<file path="config.mk">
export PLATFORM = sky130hd
export DESIGN_NAME = pwm_dac_gen
export DESIGN_NICKNAME = d
export VERILOG_FILES = /design/src/rtl/pwm_dac_gen.sv
export SDC_FILE = /design/constraint.sdc
export NUM_CORES = 1
export LEC_CHECK = 0
export BUFFER_PORTS_ARGS = -buffer_cell sky130_fd_sc_hd__buf_2
export CORE_MARGIN = 5
export CORE_UTILIZATION = 40
export CTS_CLUSTER_DIAMETER = 80
export DETAILED_ROUTE_END_ITERATION = 16
export SLEW_MARGIN = 40
export SYNTH_ARGS = -nofsm -noshare
export SYNTH_HDL_FRONTEND = slang
export SYNTH_SLANG_ARGS = --single-unit
</file>
<file path="constraint.sdc">
create_clock -name clk -period 6.8 [get_ports clk]
set_clock_uncertainty 0.15 [all_clocks]
set_input_delay 1.7 -clock clk [delete_from_list [all_inputs] [get_ports clk]]
set_output_delay 1.7 -clock clk [all_outputs]
set_load 0.01 [all_outputs]
</file>
<file path="src/rtl/pwm_dac_gen.sv">
module pwm_dac_gen #(
  parameter int PERIOD_BITS = 5,
  parameter int SAMPLE_BITS = 12,
  parameter int WORD_BITS   = 16,
  parameter int FRAC_BITS   = 7,
  parameter int SCALE_BITS  = 8,
  parameter int SCALE_RESET = 111
) (
  input  logic                  clk,
  input  logic                  rst,
  input  logic [WORD_BITS-1:0]  sample_in,
  input  logic                  sample_load,
  input  logic                  scale_wr,
  input  logic [SCALE_BITS-1:0] scale_in,
  output logic                  pwm_out,
  output logic [SCALE_BITS-1:0] fine_step
);

  localparam int PERIOD    = 1 << PERIOD_BITS;
  localparam int PROD_BITS = SAMPLE_BITS + PERIOD_BITS + 1;
  localparam int MUL_BITS  = FRAC_BITS + SCALE_BITS;

  logic [PERIOD_BITS-1:0] cnt, cmp_q, cmp_d;
  logic [SAMPLE_BITS-1:0] shadow;
  logic [SCALE_BITS-1:0]  scale_q, fine_d;
  logic [PROD_BITS-1:0]   prod;
  logic [FRAC_BITS-1:0]   frac;
  logic [MUL_BITS-1:0]    fine_prod;
  logic                   wrap;

  assign wrap      = (cnt == PERIOD_BITS'(PERIOD - 1));
  assign prod      = PROD_BITS'(PERIOD) * PROD_BITS'(shadow);
  assign cmp_d     = PERIOD_BITS'(prod >> SAMPLE_BITS);
  assign frac      = FRAC_BITS'(prod >> (SAMPLE_BITS - FRAC_BITS));
  assign fine_prod = MUL_BITS'(frac) * MUL_BITS'(scale_q);
  assign fine_d    = SCALE_BITS'(fine_prod >> FRAC_BITS);
  assign pwm_out   = !rst && (cnt < cmp_q);

  always_ff @(posedge clk) begin
    if (rst) begin
      cnt       <= '0;
      shadow    <= '0;
      cmp_q     <= '0;
      fine_step <= '0;
      scale_q   <= SCALE_BITS'(SCALE_RESET);
    end else begin
      cnt <= cnt + 1'b1;
      if (sample_load) shadow  <= SAMPLE_BITS'(sample_in);
      if (scale_wr)    scale_q <= scale_in;
      if (wrap) begin
        cmp_q     <= cmp_d;
        fine_step <= fine_d;
      end
    end
  end


  full_period_low_chk: assert property (@(posedge clk) disable iff (rst)
    wrap |-> !pwm_out);


  cmp_hold_chk: assert property (@(posedge clk) disable iff (rst)
    (cnt != '0) |-> $stable(cmp_q));


  fine_hold_chk: assert property (@(posedge clk) disable iff (rst)
    (cnt != '0) |-> $stable(fine_step));


  rst_low_chk: assert property (@(posedge clk)
    rst |-> !pwm_out);


  rst_clear_chk: assert property (@(posedge clk) disable iff (rst)
    $past(rst) |-> (fine_step == '0 && cnt == '0));


  first_cycle_low_chk: assert property (@(posedge clk) disable iff (rst)
    $past(rst) |-> !pwm_out);

endmodule

</file>
==> flow_summary_export.csv <==
group,metric,value,unit
route,routed_via_density,5.01,
worst_setup_path,slowest_delay,580,ps
placement,gp_congestion,0.792,
worst_setup_path,crit_family,"adder cells",
finish,antenna_cells,0,
clock_tree,post-cts-setup-buffer-count,0,
clock_tree,hold_buffers,0,
finish,syn_to_final_growth,10.7,%
timing,grt_setup_unrepaired,"no",
synthesis,syn_area,3150,um2
route,drt_iter0_drc,89,
worst_setup_path,cp.arrival,4700,ps
timing,finalSetupTns,0,ps
timing,hold_viol_final,0,
timing,setup-violations-final,0,
worst_setup_path,required,6860,ps
clock_tree,cts_resized,0,
timing,drv_slew,0,
timing,slew_headroom,48.4,%
finish,instances_no_fill,457,
synthesis,synthAdderAreaFrac,32.5,%
timing,setup_slack,2150,ps
hold_path,hold_class,"reg2reg",
clock_tree,clk_latency,290,ps
clock_tree,clk_path_buf_depth,2,
synthesis,synth_common_cells,"dfxtp_1, ha_1, and2_1",
synthesis,async_reset_ff_share,0,%
synthesis,synth_cells,325,
synthesis,yosysTopAreaCell,"dfxtp_1",
global_routing,antenna_found_initial,0,
worst_setup_path,cp_num_buf_inv,2,
die,rows,32,
synthesis,synth_compound_area_share,8.51,%
route,drcViolationCount,0,
worst_setup_path,cp_slowest_cell,"dfxtp_1",
die,dieArea,9740,um2
clock_tree,cts-root-buf,"clkbuf_8",
die,die_w,98.7,um
global_routing,gr-usage-all-layers,14.1,%
route,finalWirelength,6.25,mm
synthesis,synth-simple-area-share,18.8,%
power,p_sw_share,31.0,%
die,core,7690,um2
worst_setup_path,crit_path_frequent_cell,"fa_1",
die,start_util,41.0,%
worst_setup_path,crit_path_max_fanout,9,
finish,fill_cells,778,
synthesis,synthMuxAreaShare,7.63,%
route,wl_per_cell,13.7,um
status,status,"complete, no violations",
worst_setup_path,path_cells,"and2_1 > fa_1 > fa_1 > fa_1 > inv_1 > fa_1 > inv_1 > ha_1 > nand2_1 > o21ai_2 > a221oi_2 > o21ai_2 > xnor2_1 > a211oi_2",
synthesis,syn-num-nets,418,
worst_setup_path,start_kind,"register",
timing,timing.hold.ws,328,ps
synthesis,ys_warn_count,0,
placement,post-place-ws,2170,ps
synthesis,synth-seq-area-share,24.2,%
global_routing,grt_pass1_vias,2402,
power,p_sw,194,uW
clock_tree,cts_buffers,5,
synthesis,synth.avg_cell_area,9.69,um2
route,dr.pass1.iters,4,
power,comb_power_share,29.0,%
power,pwr-share-clk,31.4,%
global_routing,grt_pass1_wl,11.4,mm
placement,port_buffers,32,
clock_tree,cts.sinks,38,
synthesis,synth_seq_cells,38,
timing,fin_crit_sh,68.3,%
power,powerDensity,180,nW/um2
power,p_leak,0.00170,uW
clock_tree,clk_pin_slew,70,ps
worst_setup_path,crit_path_end_kind,"register",
finish,finalNetCount,448,
synthesis,synth_top_area_share,24.2,%
die,fp.dieH,98.7,um
placement,place_inst,450,
power,seqPwrFrac,39.6,%
global_routing,grt_start_max_net_pins,43,
synthesis,yosysMostFrequentCell,"dfxtp_1",
power,peakVddDrop,0.000131,V
route,vias,2289,
run,maxCapViolations,0,
synthesis,synth_cell_types,40,
die,ios,37,
synthesis,synthFlopType,"dfxtp_1",
timing,worstMarginPinSlew,774,ps
clock_tree,cts_tree,"built",
synthesis,synth_top_family_by_area,"adder cells",
placement,dpl.hpwl,4.92,mm
worst_setup_path,critPathKind,"reg2reg",
route,antenna_left,0,
clock_tree,cts_htree_levels,2,
synthesis,synth-edff-count,0,
power,p_int,431,uW
synthesis,netlist_top_cells_area,"dfxtp_1, fa_1, ha_1",
timing,fin_crit,4650,ps
timing,clock.fmax,215,MHz
finish,drive_above_1_share,13.5,%
global_routing,gr-total-overflow,0,
synthesis,synth_xor_xnor_area_share,2.50,%
[cells in the final DEF (no fill, tap or decap), drive strengths merged, types with 2 or more instances in the layout]
cell type and instances:
a211o 7, a211oi 4, a21o 4, a21oi 7, and2 36, buf 32
clkbuf 6, dfxtp 38, fa 28, ha 37, inv 31, mux2i 24
nand2 23, nand2b 4, nand3 2, nand4 3, nor2 32, nor2b 9
nor3b 3, o21ai 3, o22ai 2, xnor2 7, xor2 2
[cell families (layout without fill, tap and decap cells)]
logic type / after synthesis / count (layout)
mux: 24 / 24
simple gates: 116 / 116
xor+xnor: 9 / 9
flops: 38 / 38
compound gates: 33 / 33
fa+ha+maj: 65 / 65
buf+inv: 40 / 70
[state kept, by name, summed over array words and instances (netlist names)]
name and flops:
fine_step 8, cnt 5, scale_q 8, cmp_q 5
shadow 12
[per-stage QoR]
step	instance area (um2)	util, %	total power (uW)
after floorplan	3150	-	394
after global placement	3370	43.8	435
after detailed placement	3370	43.8	437
after CTS	3480	45.3	636
after global routing	3480	45.3	678
final	3480	45.3	625
[final timing paths]
kind | end | cells after the start | from | slack (ps)
min | cnt[0]$_SDFF_PP0_ | 1 | cnt[0]$_SDFF_PP0_ | 330
max | fine_step[7]$_SDFFE_PP0N_ | 14 | shadow[5]$_SDFFE_PP0P_ | 2150
max reg2reg | fine_step[7]$_SDFFE_PP0N_ | 14 | shadow[5]$_SDFFE_PP0P_ | 2150
min reg2reg | cnt[0]$_SDFF_PP0_ | 1 | cnt[0]$_SDFF_PP0_ | 330
[cell type report]
| cell class | count | area, um2 | area share [%] |
|---|---|---|---|
| clock inverters | 1 | 30.0 | 0.862 |
| inverters | 31 | 116 | 3.34 |
| multi-input cells | 247 | 2210 | 63.3 |
| well taps | 102 | 128 | 3.66 |
| repair buffers | 32 | 160 | 4.60 |
| flip-flops and latches | 38 | 761 | 21.8 |
| clock buffers | 6 | 82.6 | 2.37 |
[power groups by stage]
stage	combinational [uW]	clock, uW	sequential [uW]
after detailed placement	184	0	253
after CTS	186	203	248
final	181	196	248
after global placement	181	0	253
after global routing	216	213	250
after floorplan	149	0	245
[layer usage]
metal  global-route usage [%]  wire (um)  up-vias
li1                         -          -     1133
met1                     19.4       3040     1117
met2                     22.9       2940       33
met3                     2.19        174        6
met4                     3.78         96        0
met5                        0          0        -
Note: power is estimated with default switching activity, not from simulation.
